### src/rtl/pwmc_pkg.sv
package pwmc_pkg;

    localparam int REG_W       = 32;
    localparam int DUTY_W      = 8;
    localparam int SCALE_W     = 13;
    localparam int EN_BIT      = 31;
    localparam int DUTY_LSB    = 16;
    localparam int SCALE_LSB   = 0;
    localparam int STRIDE_LOG2 = 4;
    localparam logic [DUTY_W-1:0] PERIOD_LAST = '1;

    typedef enum logic {
        CH_OFF = 1'b0,
        CH_RUN = 1'b1
    } ch_state_e;

    typedef struct packed {
        logic               en;
        logic [DUTY_W-1:0]  duty;
        logic [SCALE_W-1:0] scale;
    } ch_cfg_t;

    function automatic ch_cfg_t cfg_from_word(input logic [REG_W-1:0] w);
        ch_cfg_t c;
        c.en    = w[EN_BIT];
        c.duty  = w[DUTY_LSB +: DUTY_W];
        c.scale = w[SCALE_LSB +: SCALE_W];
        return c;
    endfunction

    function automatic logic [REG_W-1:0] cfg_to_word(input ch_cfg_t c);
        logic [REG_W-1:0] w;
        w = '0;
        w[EN_BIT]                = c.en;
        w[DUTY_LSB +: DUTY_W]    = c.duty;
        w[SCALE_LSB +: SCALE_W]  = c.scale;
        return w;
    endfunction

endpackage

### src/rtl/pwmc_regfile.sv
module pwmc_regfile
    import pwmc_pkg::*;
#(
    parameter int NCH    = 4,
    parameter int ADDR_W = 8
) (
    input  logic               clk,
    input  logic               rst_n,
    input  logic               bus_wr,
    input  logic [ADDR_W-1:0]  bus_addr,
    input  logic [REG_W-1:0]   bus_wdata,
    output logic [REG_W-1:0]   bus_rdata,
    output ch_cfg_t [NCH-1:0]  cfg
);

    function automatic logic [ADDR_W-1:0] slot_addr(input int idx);
        return ADDR_W'(idx << STRIDE_LOG2);
    endfunction

    logic [NCH-1:0] hit;
    ch_cfg_t        cfg_q [NCH];

    generate
        for (genvar g = 0; g < NCH; g++) begin : g_slot
            assign hit[g] = (bus_addr == slot_addr(g));

            always_ff @(posedge clk or negedge rst_n) begin
                if (!rst_n) begin
                    cfg_q[g] <= '0;
                end else if (bus_wr && hit[g]) begin
                    cfg_q[g] <= cfg_from_word(bus_wdata);
                end
            end

            assign cfg[g] = cfg_q[g];
        end
    endgenerate

    always_comb begin
        bus_rdata = '0;
        for (int i = 0; i < NCH; i++) begin
            if (hit[i]) begin
                bus_rdata = cfg_to_word(cfg_q[i]);
            end
        end
    end

    logic unused_wbits;
    assign unused_wbits = ^{bus_wdata[EN_BIT-1:DUTY_LSB+DUTY_W],
                            bus_wdata[DUTY_LSB-1:SCALE_LSB+SCALE_W]};

endmodule

### src/rtl/pwmc_prescaler.sv
module pwmc_prescaler #(
    parameter int WIDTH = 13
) (
    input  logic             clk,
    input  logic             rst_n,
    input  logic             clr,
    input  logic [WIDTH-1:0] limit,
    output logic             tick,
    output logic [WIDTH-1:0] count
);

    logic [WIDTH-1:0] cnt_q;
    logic             at_limit;

    assign at_limit = (cnt_q == limit);
    assign tick     = !clr && at_limit;
    assign count    = cnt_q;

    always_ff @(posedge clk or negedge rst_n) begin
        if (!rst_n) begin
            cnt_q <= '0;
        end else if (clr || at_limit) begin
            cnt_q <= '0;
        end else begin
            cnt_q <= cnt_q + 1'b1;
        end
    end

endmodule

### src/rtl/pwmc_channel.sv
module pwmc_channel
    import pwmc_pkg::*;
(
    input  logic               clk,
    input  logic               rst_n,
    input  ch_cfg_t            cfg,
    output logic               pwm,
    output logic               run_o,
    output logic [DUTY_W-1:0]  per_o,
    output logic [SCALE_W-1:0] pre_o,
    output logic [DUTY_W-1:0]  duty_sh_o,
    output logic [SCALE_W-1:0] scale_sh_o
);

    ch_state_e          state_q, state_d;
    logic               counting;
    logic               tick;
    logic               wrap;
    logic               load;
    logic [DUTY_W-1:0]  per_q;
    logic [DUTY_W-1:0]  duty_sh;
    logic [SCALE_W-1:0] scale_sh;

    // next state: ENABLE, DISABLE, IDLE, WRAP
    always_comb begin
        state_d = state_q;
        unique case (state_q)
            CH_OFF:  state_d = cfg.en ? CH_RUN : CH_OFF;
            CH_RUN:  state_d = cfg.en ? CH_RUN : CH_OFF;
            default: state_d = CH_OFF;
        endcase
    end

    always_ff @(posedge clk or negedge rst_n) begin
        if (!rst_n) begin
            state_q <= CH_OFF;
        end else begin
            state_q <= state_d;
        end
    end

    assign counting = (state_q == CH_RUN) && cfg.en;
    assign wrap     = counting && tick && (per_q == PERIOD_LAST);
    assign load     = ((state_q == CH_OFF) && cfg.en) || wrap;

    pwmc_prescaler #(.WIDTH(SCALE_W)) u_pre (
        .clk   (clk),
        .rst_n (rst_n),
        .clr   (!counting),
        .limit (scale_sh),
        .tick  (tick),
        .count (pre_o)
    );

    always_ff @(posedge clk or negedge rst_n) begin
        if (!rst_n) begin
            per_q <= '0;
        end else if (!counting) begin
            per_q <= '0;
        end else if (tick) begin
            per_q <= per_q + 1'b1;
        end
    end

    always_ff @(posedge clk or negedge rst_n) begin
        if (!rst_n) begin
            duty_sh  <= '0;
            scale_sh <= '0;
        end else if (load) begin
            duty_sh  <= cfg.duty;
            scale_sh <= cfg.scale;
        end
    end

    // outputs
    always_comb begin
        pwm        = (state_q == CH_RUN) && (per_q < duty_sh);
        run_o      = (state_q == CH_RUN);
        per_o      = per_q;
        duty_sh_o  = duty_sh;
        scale_sh_o = scale_sh;
    end

endmodule

### src/rtl/pwmc_top.sv
module pwmc_top
    import pwmc_pkg::*;
#(
    parameter int NCH    = 4,
    parameter int ADDR_W = 8
) (
    input  logic              clk,
    input  logic              rst_n,
    input  logic              bus_wr,
    input  logic [ADDR_W-1:0] bus_addr,
    input  logic [REG_W-1:0]  bus_wdata,
    output logic [REG_W-1:0]  bus_rdata,
    output logic [NCH-1:0]    pwm_out
);

    ch_cfg_t [NCH-1:0]              cfg;
    logic    [NCH-1:0]              reg_en;
    logic    [NCH-1:0]              ch_run;
    logic    [NCH-1:0][DUTY_W-1:0]  ch_per;
    logic    [NCH-1:0][DUTY_W-1:0]  ch_duty_sh;
    logic    [NCH-1:0][SCALE_W-1:0] ch_pre;
    logic    [NCH-1:0][SCALE_W-1:0] ch_scale_sh;

    pwmc_regfile #(.NCH(NCH), .ADDR_W(ADDR_W)) u_regs (
        .clk       (clk),
        .rst_n     (rst_n),
        .bus_wr    (bus_wr),
        .bus_addr  (bus_addr),
        .bus_wdata (bus_wdata),
        .bus_rdata (bus_rdata),
        .cfg       (cfg)
    );

    generate
        for (genvar g = 0; g < NCH; g++) begin : g_ch
            assign reg_en[g] = cfg[g].en;

            pwmc_channel u_ch (
                .clk        (clk),
                .rst_n      (rst_n),
                .cfg        (cfg[g]),
                .pwm        (pwm_out[g]),
                .run_o      (ch_run[g]),
                .per_o      (ch_per[g]),
                .pre_o      (ch_pre[g]),
                .duty_sh_o  (ch_duty_sh[g]),
                .scale_sh_o (ch_scale_sh[g])
            );
        end
    endgenerate

endmodule

### config.mk
export PLATFORM = sky130hd
export DESIGN_NAME = pwmc_top
export DESIGN_NICKNAME = d
export VERILOG_FILES = /design/src/rtl/pwmc_pkg.sv /design/src/rtl/pwmc_regfile.sv /design/src/rtl/pwmc_prescaler.sv /design/src/rtl/pwmc_channel.sv /design/src/rtl/pwmc_top.sv
export SDC_FILE = /design/constraint.sdc
export NUM_CORES = 1
export LEC_CHECK = 0
export ABC_AREA = 1
export BUFFER_PORTS_ARGS = -buffer_cell sky130_fd_sc_hd__buf_2
export CORE_MARGIN = 2
export CORE_UTILIZATION = 61
export DETAILED_ROUTE_END_ITERATION = 8
export PLACE_DENSITY_LB_ADDON = 0.12
export RECOVER_POWER = 25
export SLEW_MARGIN = 20
export SYNTH_ARGS = -nofsm -noshare
export SYNTH_HDL_FRONTEND = slang
export SYNTH_SLANG_ARGS = --single-unit
### constraint.sdc
create_clock -name clk -period 2 [get_ports clk]
set_input_delay 0.4 -clock clk [delete_from_list [all_inputs] [get_ports clk]]
set_output_delay 0.4 -clock clk [all_outputs]
set_load 0.05 [all_outputs]
After elaboration in Yosys (flattened, before gate mapping)
Cells that the tools add are included.

Bits in registers: 260. Output and inout port bits: 36. Logic and storage cells: 124.

Add/subtract/negate cells: 8. Order comparisons: 4. Eq/ne operators: 15. Multiplexer cells: 20. Bitwise logic cells: 4. Reductions and logical operators: 41.

Operators with widths (count): $mux W32 (4); $mux W8 (8); $add A13 B1 Y13 const B (4); $eq A13 B13 Y1 (4); $mux W13 (4); $add A8 B1 Y8 const B (4); $eq A8 B8 Y1 const B (4); $lt A8 B8 Y1 (4); $logic_and A1 B1 Y1 (28); $eq A8 B6 Y1 const B (2); $eq A8 B5 Y1 const B (1); $logic_not A8 Y1 (1); $logic_or A1 B1 Y1 (8); $ne A2 B2 Y1 const B (4); $logic_not A1 Y1 (4); $mux W1 (4); $not A1 Y1 (4).

Logic depth before layout (Yosys ltp)
Gate-level depths: netlist of run 1.

Word-level depth: 5. Gate-level depth with buffers: 11. Mapped depth without buffers: 11.

Cells and area by module
Synthesis of run 1 repeated with hierarchy kept, for this count alone.

Cells, all modules: 1754. Area, all modules: 13829.5 sq um.

By module, submodules not included: pwmc_channel (times used 4, cells an instance 170, area each 1456.4 sq um, seq. area each 750.7 sq um); pwmc_regfile (times used 1, cells an instance 502, area each 4190.3 sq um, seq. area each 2202.1 sq um); pwmc_prescaler (times used 4, cells an instance 143, area each 953.4 sq um, seq. area each 325.3 sq um).

Worst setup path after synthesis of run 1
No wires, ideal clock.

Path kind: input -> output. Start point: input port bus_addr[7]. End point: output port bus_rdata[16]. Data arrival time: 1784 ps. Setup slack: -184 ps. Stages on the path: 5. Cells stage by stage: or2_4 -> nor4_4 -> clkbuf_1 -> nand2_1 -> nand4_1.

Word-level cells in the longest chain between the ends: 5. Elaborated cells between the ends (all ways): 8. Those cells by class: 3 x eq/ne; 4 x mux; 1 x reduce/logical.

RTL lines: from (decl) (line pwmc_top.sv:10) `input logic [ADDR_W-1:0] bus_addr,`; $logic_not A8 Y1 (line pwmc_regfile.sv:25) `assign hit[g] = (bus_addr == slot_addr(g));`; $mux W32 (3 in series) (line pwmc_regfile.sv:42) `if (hit[i]) begin`; $mux W32 * (line pwmc_regfile.sv:42); to (decl) (line pwmc_top.sv:12) `output logic [REG_W-1:0] bus_rdata,`.

Every way passes the cells marked *; elsewhere a longest branch is shown, timed or not.

Worst setup path after layout of run 1
Start point: register g_ch[3].u_ch.duty_sh[1]. End point: output port pwm_out[3].

Word-level cells in the longest chain between the ends: 2.

RTL lines: from (decl) (line pwmc_channel.sv:21) `logic [DUTY_W-1:0] duty_sh;`; from (signal assigned) (line pwmc_channel.sv:70) `duty_sh <= cfg.duty;`; $lt A8 B8 Y1 (line pwmc_channel.sv:77) `pwm = (state_q == CH_RUN) && (per_q < duty_sh);`; $logic_and A1 B1 Y1 (line pwmc_channel.sv:77); to (decl) (line pwmc_top.sv:13) `output logic [NCH-1:0] pwm_out`.

No other way between the ends.

==> run summary, run 1 <==
The run finished, with violations left. The final reports fail on capacitance limit, setup timing. The final non-filler cell area came out at 15900 um2. The static power due to leakage came out at 7.84 nW. The count of vias placed by the detailed router is 11600.

Across all setup checks in the final design, the least slack found is -283 ps. The combinational share of power is 8.8%. The number of I/O pins came out at 79. The routed wire length is 34.6 mm. The commonest non-fill, non-tap cell in the layout is sky130_fd_sc_hd__nand2_1. The count of maximum capacitance violations came out at 1. CTS placed an instance of sky130_fd_sc_hd__clkbuf_16 at the clock tree root. The number of levels the H-tree was split into came out at 1. The worst setup path is of the flip-flop to output port kind. The post-synthesis instance area came out at 13300 um2. The portion of total power attributed to the clock network is 44.8%. The initial antenna violation count came out at 0. For this block, the initial DRC count from the detailed router was 897. The count of cells in the finished layout, fillers not included, comes to 2091. The share of the clock period used by the worst path after layout is 114%. The total global-route track usage is around 30%. The final setup violation count is 26. The fraction of the yosys area taken by sequential cells is 48.9%. The first-pass iteration count of the detailed router is 5. The worst-margin pin slew is 1500 ps.

The full die area came out at 23000 um2. The internal power summed over all cells is 9.14 mW. The worst slew margin relative to its limit came out at 0.0439%.

The fraction of final layout cells sized beyond drive strength 1 is ~15%. For the worst setup path, the data required time is approximately 1600 ps. The effective utilization at floorplan is around three fifths. The total grt overflow came out at 0.

The final routed wire length divided by cell count is 16.6 um. The antenna diode instance count is 0. The clock transition time at the flip-flop clock pins of the worst setup and hold paths is roughly 60 ps.

The worst setup path is captured at an output port. The instance count of the mapped netlist is between 1500 and 2000. Counting I/O delays and the setup requirement, the final critical path takes 2280 ps. The count of cell types in the netlist came out at 27. The number of buffers created by CTS came out at 27. The worst setup skew after layout is 18.5 ps. Setup repair after global routing could not meet its margin everywhere.

In this run the cell area measured after placement is around 14000 um2. The total power came out at 12.2 mW. The HPWL after detailed placement is approximately 24 mm. The synthesis-to-finish area growth is 19.1%. The total power divided by cell area is between 700 and 800 nW/um2.

At the end of routability-driven placement, the weighted congestion stood at between 0.9 and 1. The first global-routing pass estimated 54.2 mm of wire. Once detail routing completed, the nets flagged for antenna violations numbered 0. In this run the tool buffered the top-level ports with 58 buffer cells. The via density per instance came out at ~5.6. The tightest min-delay check is of the input pin to flip-flop type. The smallest hold slack is 189 ps. The final core utilization came out at roughly 73%. In this run switching power makes up 24.9% of total power. The final number of max-transition violations came out at 0. The critical-path maximum fanout is 2. The yosys synthesis warning count is 0. The data arrival at the endpoint of the critical path is 1880 ps. The deepest clock path buffer count came out at 3. The TritonCTS clock tree is yes. The horizontal die dimension came out at between 150 and 200 um. Based on the critical path, the design can be clocked at up to 438 MHz. The placeable core area is roughly 22000 um2. The initialized floorplan defines 54 standard-cell rows.

The TritonCTS sink count is 260. The synthesized flop and latch total is 260. The instance count after placement with tap cells included came out at 2010. The worst setup path is launched from a flip-flop. The fraction of power consumed by sequential logic came out at between 40% and 50%. The number of global-route vias before repair came out at approximately 11000. The latest clock arrival within the worst-skew pair is 550 ps.

The synthesized area divided by synthesized cell count is 7.84 um2. Entering global routing, the biggest net connects 56 pins. In the routed design, unresolved DRC markers number 0.

The net switching power figure is 3.04 mW. VDD sags by at most 0.662 mV. The number of nets in the layout is between 1500 and 2000. The hold violation count in the final report is 0. The library cells used most frequently in the layout, excluding fill and tap cells, are sky130_fd_sc_hd__nand2_1 (478), sky130_fd_sc_hd__dfrtp_1 (257), sky130_fd_sc_hd__nand3_1 (236).

The height of the die came out at 152 um.
[kinds of logic (layout without fill, tap and decap cells)]
logic type / count (synthesis) / count (layout) / synth area share (%)
AO/OA/AOI/OAI: 150 / 150 / 5.74
other: 1 / 10 / 0.0282
flip-flops: 260 / 260 / 48.9
AND/OR/NAND/NOR: 944 / 944 / 30.9
XOR/XNOR: 43 / 43 / 2.83
buffers and inverters: 265 / 368 / 8.31
adder cells (fa/ha/maj): 36 / 36 / 3.38
[per-stage QoR]
stage | worst slack, ps | setup TNS, ps
6_report | -283 | -4090
4_1_cts | -329 | -2740
5_1_grt | -409 | -7760
3_3_place_gp | -170 | -2940
2_1_floorplan | -101 | -1970
3_5_place_dp | -198 | -3360
[final timing paths]
kind                            cells after the start                                      to                                  start  slack (ps)
min in group asynchronous                           2       g_ch[0].u_ch.per_o[6]$_DFFE_PN0P_                                  rst_n         740
worst min-delay path                                3              u_regs.cfg[65]$_DFFE_PN0P_                          bus_wdata[31]         190
worst min register to register                      2   g_ch[0].u_ch.duty_sh_o[5]$_DFFE_PN0P_  g_ch[0].u_ch.duty_sh_o[5]$_DFFE_PN0P_         510
worst max register to register                     10  g_ch[3].u_ch.scale_sh_o[1]$_DFFE_PN0P_      g_ch[3].u_ch.per_o[1]$_DFFE_PN0P_         120
max in group asynchronous                           3  g_ch[1].u_ch.scale_sh_o[7]$_DFFE_PN0P_                                  rst_n         180
worst max-delay path                                8                              pwm_out[3]  g_ch[3].u_ch.duty_sh_o[1]$_DFFE_PN0P_        -280
[timing repair]
| item | in CTS | in global routing |
|---|---|---|
| hold buffers | 1 | 0 |
| hold endpoints to repair | 47 | 0 |
| cloned | 2 | 3 |
| pin swaps | 27 | 24 |
| setup buffers | 12 | 14 |
| setup endpoints to repair | 26 | 27 |
| resized for setup | 90 | 66 |
[synthesized netlist by cell type, drive strengths merged]
| cell | count | area (um2) |
|---|---|---|
| nor3 | 28 | 140 |
| a21oi | 33 | 165 |
| nand4 | 36 | 225 |
| xnor2 | 14 | 123 |
| buf | 57 | 325 |
| xor2 | 29 | 254 |
| dfrtp | 260 | 6510 |
| inv | 182 | 683 |
| o21ai | 110 | 551 |
| nand2 | 518 | 1960 |
| nor3b | 10 | 75.1 |
| or2 | 1 | 8.76 |
| clkbuf | 26 | 97.6 |
| o21a | 4 | 30.0 |
| nor4 | 5 | 91.3 |
| nor2 | 110 | 423 |
| nand3 | 236 | 1180 |
| a31oi | 3 | 18.8 |
| ha | 36 | 450 |
| conb | 1 | 3.75 |
[sequential cells by signal, indices dropped and copies added, names as in the netlist]
| signal | count |
|---|---|
| g_ch.u_ch.u_pre.count | 52 |
| u_regs.cfg | 88 |
| g_ch.u_ch.per_o | 32 |
| g_ch.u_ch.scale_sh_o | 52 |
| g_ch.u_ch.duty_sh_o | 32 |
| g_ch.u_ch.run_o | 4 |
[layer usage]
metal	up-vias	global-route usage (%)	part of all wire, %
met1	5529	42.6	42
met5	-	0	0
met4	0	8.01	3.0
met3	72	3.95	6.3
met2	380	48.9	48
li1	5636	-	-
[area by class of cell]
class                   count  area [um2]
inverters                 182         683
fillers                  1612        5770
clock buffers              38         777
flip-flops and latches    260        6510
clock inverters            11         184
well taps                 280         350
multi-input cells        1183        6060
repair buffers            137        1290
[worst max-delay path: stages (launching register included)]
cell,delay (ps)
sky130_fd_sc_hd__dfrtp_1,390
sky130_fd_sc_hd__inv_2,90
sky130_fd_sc_hd__ha_4,200
sky130_fd_sc_hd__a21oi_2,150
sky130_fd_sc_hd__o21ai_2,80
sky130_fd_sc_hd__nand4_1,90
sky130_fd_sc_hd__nand2_1,70
sky130_fd_sc_hd__nor2_2,90
sky130_fd_sc_hd__buf_6,160
[power groups by stage]
| stage | clock network [mW] | logic, mW | registers, mW |
|---|---|---|---|
| after floorplan | 0 | 0.650 | 5.64 |
| after global placement | 0 | 0.970 | 5.72 |
| after detailed placement | 0 | 1.00 | 5.73 |
| after CTS | 5.51 | 1.04 | 5.63 |
| after global routing | 5.70 | 1.21 | 5.66 |
| final | 5.46 | 1.07 | 5.64 |
Note: power is estimated with default switching activity, not from simulation.
==> run 2, diff against run 1 <==
--- a/config.mk
+++ b/config.mk
@@ -8,7 +8,7 @@
 export ABC_AREA = 1
 export BUFFER_PORTS_ARGS = -buffer_cell sky130_fd_sc_hd__buf_2
 export CORE_MARGIN = 2
-export CORE_UTILIZATION = 61
+export CORE_UTILIZATION = 55
 export DETAILED_ROUTE_END_ITERATION = 8
 export PLACE_DENSITY_LB_ADDON = 0.12
 export RECOVER_POWER = 25
==> constraint.sdc (replaced) <==
create_clock -name clk -period 1.9 [get_ports clk]
set_input_delay 0.38 -clock clk [delete_from_list [all_inputs] [get_ports clk]]
set_output_delay 0.38 -clock clk [all_outputs]
set_load 0.05 [all_outputs]
==> run 2 against run 1 <==
Net effect:
- wire length increased by 5.7%
- sequential share of layout area decreased by 1.3 points
- global-route usage decreased by 1.8 points
- largest power group unchanged
- combinational power increased by 7%
- final area increased by 3.3%
- clock-buffer cell count increased by 1
- final cell count increased by 3.2%
- the run ends with setup timing left
- non-clock buffer count increased by 26
- power increased by 6.6%
- via count increased by 1.7%
- hold slack got worse by 37 ps
- critical endpoint is now pwm_out[2]
- critical path depth decreased by 1
==> run summary, run 2 (synthesis results as in run 1) <==
The shortest period the worst path allows is 2280 ps. The number of nets in the layout is 1897 (was 1870). The worst slew margin relative to its limit came out at 32.1% (was 0.0439%).

The number of port buffers is 58 (unchanged). The TritonCTS sink count came out at 260 (unchanged). The cell at the root of the clock tree is sky130_fd_sc_hd__clkbuf_16 (unchanged). The routed wire length was 36.6 mm (was 34.6 mm).

The commonest non-fill, non-tap cell in the layout is sky130_fd_sc_hd__nand2_1 (unchanged). The setup slack after layout came out at -381 ps (was -283 ps). Violations in the final reports: setup timing (was capacitance limit, setup timing). The final critical path takes up 120% of the cycle. The initial antenna violation count was 0 (unchanged). RSZ-0062 raised after global routing: yes (unchanged). The residual antenna-violating net count after detailed routing is 0 (unchanged). The maximum ir drop on the vdd rail came out at 0.607 mV (was 0.662 mV). The flip-flop count of the largest register after layout came out at 88 (unchanged). The worst setup skew after layout is 17.5 ps (was 18.5 ps).

The via density per instance is 5.48 (was 5.56). The TritonCTS clock tree is yes (unchanged). The number of levels the H-tree was split into was 1 (unchanged). The fraction of final layout cells sized beyond drive strength 1 came out at 17.1% (was 15.2%). The pre-CTS setup slack is -279 ps (was -198 ps). The total grt overflow was 0 (unchanged). The final number of max-transition violations is 0 (unchanged). The post-route setup TNS came to -9290 ps (was -4090 ps). The total power divided by cell area came out at 793 nW/um2 (was 768 nW/um2).

The number of buffers created by CTS came to 28 (was 27). The row count is 56 (was 54). The number of I/O pins is 79 (unchanged). The horizontal die dimension was 160 um (was 152 um). The static power due to leakage is 8.13 nW (was 7.84 nW). The hold violation count in the final report came out at 0 (unchanged). Static timing analysis puts the maximum clock frequency at 438 MHz. The synthesis-to-finish area growth is 22.9% (was 19.1%). The placeable core area came out at 23600 um2 (was 21600 um2). The height of the die came out at 160 um (was 152 um).

The smallest hold slack came out at 152 ps (was 189 ps). The antenna diode instance count came out at 0 (unchanged). The final setup violation count is 68 (was 26). The first-pass GRT wire length came out at 58.1 mm (was 54.2 mm). The number of global-route vias before repair came out at 11200 (was 10700). Cell breakdown of the critical path: ha_4, a21oi_2, o21ai_2, nand4_1, nand2_1, nor2_2, buf_6 (was inv_2, ha_4, a21oi_2, o21ai_2, nand4_1, nand2_1, nor2_2, buf_6).

The total power is 13.0 mW (was 12.2 mW). The detailed placer's ending HPWL is 24.3 mm (was 23.8 mm). The final routed wire length divided by cell count is 17.0 um (was 16.6 um). The element type at the critical path start is a flip-flop (unchanged). The full die area came out at 25500 um2 (was 23000 um2). The effective utilization at floorplan came out at 56.4% (was 61.6%).

Status: complete, but fails checks (unchanged). The critical-path maximum fanout was 2 (unchanged). Commonest cells after routing, fill and taps aside: sky130_fd_sc_hd__nand2_1 (463), sky130_fd_sc_hd__dfrtp_1 (260), sky130_fd_sc_hd__nand3_1 (236) (was sky130_fd_sc_hd__nand2_1 (478), sky130_fd_sc_hd__dfrtp_1 (257), sky130_fd_sc_hd__nand3_1 (236)). The category of the critical setup timing path is flip-flop to output port (unchanged). The data arrival at the endpoint of the critical path was 1900 ps (was 1880 ps).

The total global-route track usage came out at 28.1% (was 29.9%). The category of the worst setup path capture point is an output port (unchanged). The number of remaining DRC errors is 0 (unchanged). The clock transition time at the flip-flop clock pins of the worst setup and hold paths came out at 60 ps (about the same). The first-pass iteration count of the detailed router came to 5 (unchanged). The count of maximum capacitance violations is 0 (was 1). The instance count after placement with tap cells included was 2063 (was 2010). The maximum number of pins on one net before global-route repair came out at 72 (was 56). The stage delay of the slowest cell on the critical path came out at 420 ps (was 390 ps). The final non-filler cell total is 2157 (was 2091). The count of vias placed by the detailed router came out at 11800 (was 11600). The cell at the slowest stage of the critical path is sky130_fd_sc_hd__dfrtp_1 (unchanged).

The latest clock arrival within the worst-skew pair is 560 ps (was 550 ps). The routability-driven placement congestion ratio is 0.904 (was 0.976). The worst-margin pin slew is 1020 ps (was 1500 ps). The critical path data required time is 1520 ps (was 1600 ps). The worst hold path class was input pin to flip-flop (unchanged).

The count of routing violations after the opening detailed-route iteration was 1093 (was 897). The deepest clock path buffer count came to 3 (unchanged).
[run 2: path summary, 6_finish.rpt]
check	start	to	slack, ps	cells past startpoint
max	g_ch[2].u_ch.per_o[1]$_DFFE_PN0P_	pwm_out[2]	-380	7
min	bus_wdata[31]	u_regs.cfg[65]$_DFFE_PN0P_	150	3
max reg2reg	u_regs.cfg[43]$_DFFE_PN0P_	g_ch[1].u_ch.scale_sh_o[1]$_DFFE_PN0P_	-130	6
min reg2reg	g_ch[0].u_ch.duty_sh_o[4]$_DFFE_PN0P_	g_ch[0].u_ch.duty_sh_o[4]$_DFFE_PN0P_	510	2
max in group asynchronous	rst_n	g_ch[3].u_ch.u_pre.count[10]$_DFF_PN0_	310	3
min in group asynchronous	rst_n	g_ch[2].u_ch.scale_sh_o[7]$_DFFE_PN0P_	480	2
[run 2: routing by layer]
metal	track usage [%]	vias up	part of all wire [%]
met5	0	-	0
met4	7.48	0	3.0
met3	5.73	81	7.8
met2	45.1	440	47
met1	39.2	5611	43
li1	-	5683	-
[run 2: cell type report]
| class | count | area [um2] |
|---|---|---|
| Sequential cell | 260 | 6510 |
| Inverter | 182 | 687 |
| Clock buffer | 39 | 792 |
| Multi-Input combinational cell | 1183 | 6130 |
| Clock inverter | 11 | 191 |
| Timing Repair Buffer | 163 | 1670 |
| Tap cell | 319 | 399 |
| Fill cell | 1906 | 7240 |
[run 2: report_power, final]
group          internal [mW]  switching, mW  leakage [nW]  total, mW
combinational          0.394          0.752          4.04       1.15
sequential              5.73          0.224          3.61       5.95
clock                   3.58           2.30         0.485       5.88
[run 2: timing repair]
action                                  CTS  global route
endpoints found under the setup margin   26            87
endpoints found under the hold margin    67             0
hold buffers                              1             0
resized for setup                        99            85
gates cloned                              7             4
buffers inserted                         18            16
pin swaps                                26            43
[run 2: worst max-delay path, delay by kind of cell (launching register included)]
kind | cells | cell delay, ps
buf+inv | 1 | 160
fa+ha+maj | 1 | 250
simple gates | 3 | 250
flops | 1 | 420
compound gates | 2 | 260
[run 2: metrics by stage]
| step | instance area (um2) | util (%) |
|---|---|---|
| final | 16400 | 69.3 |
| after global routing | 16400 | 69.3 |
| after CTS | 16000 | 67.7 |
| after detailed placement | 14400 | 60.8 |
| after global placement | 14400 | 60.8 |
| after floorplan | 13400 | - |
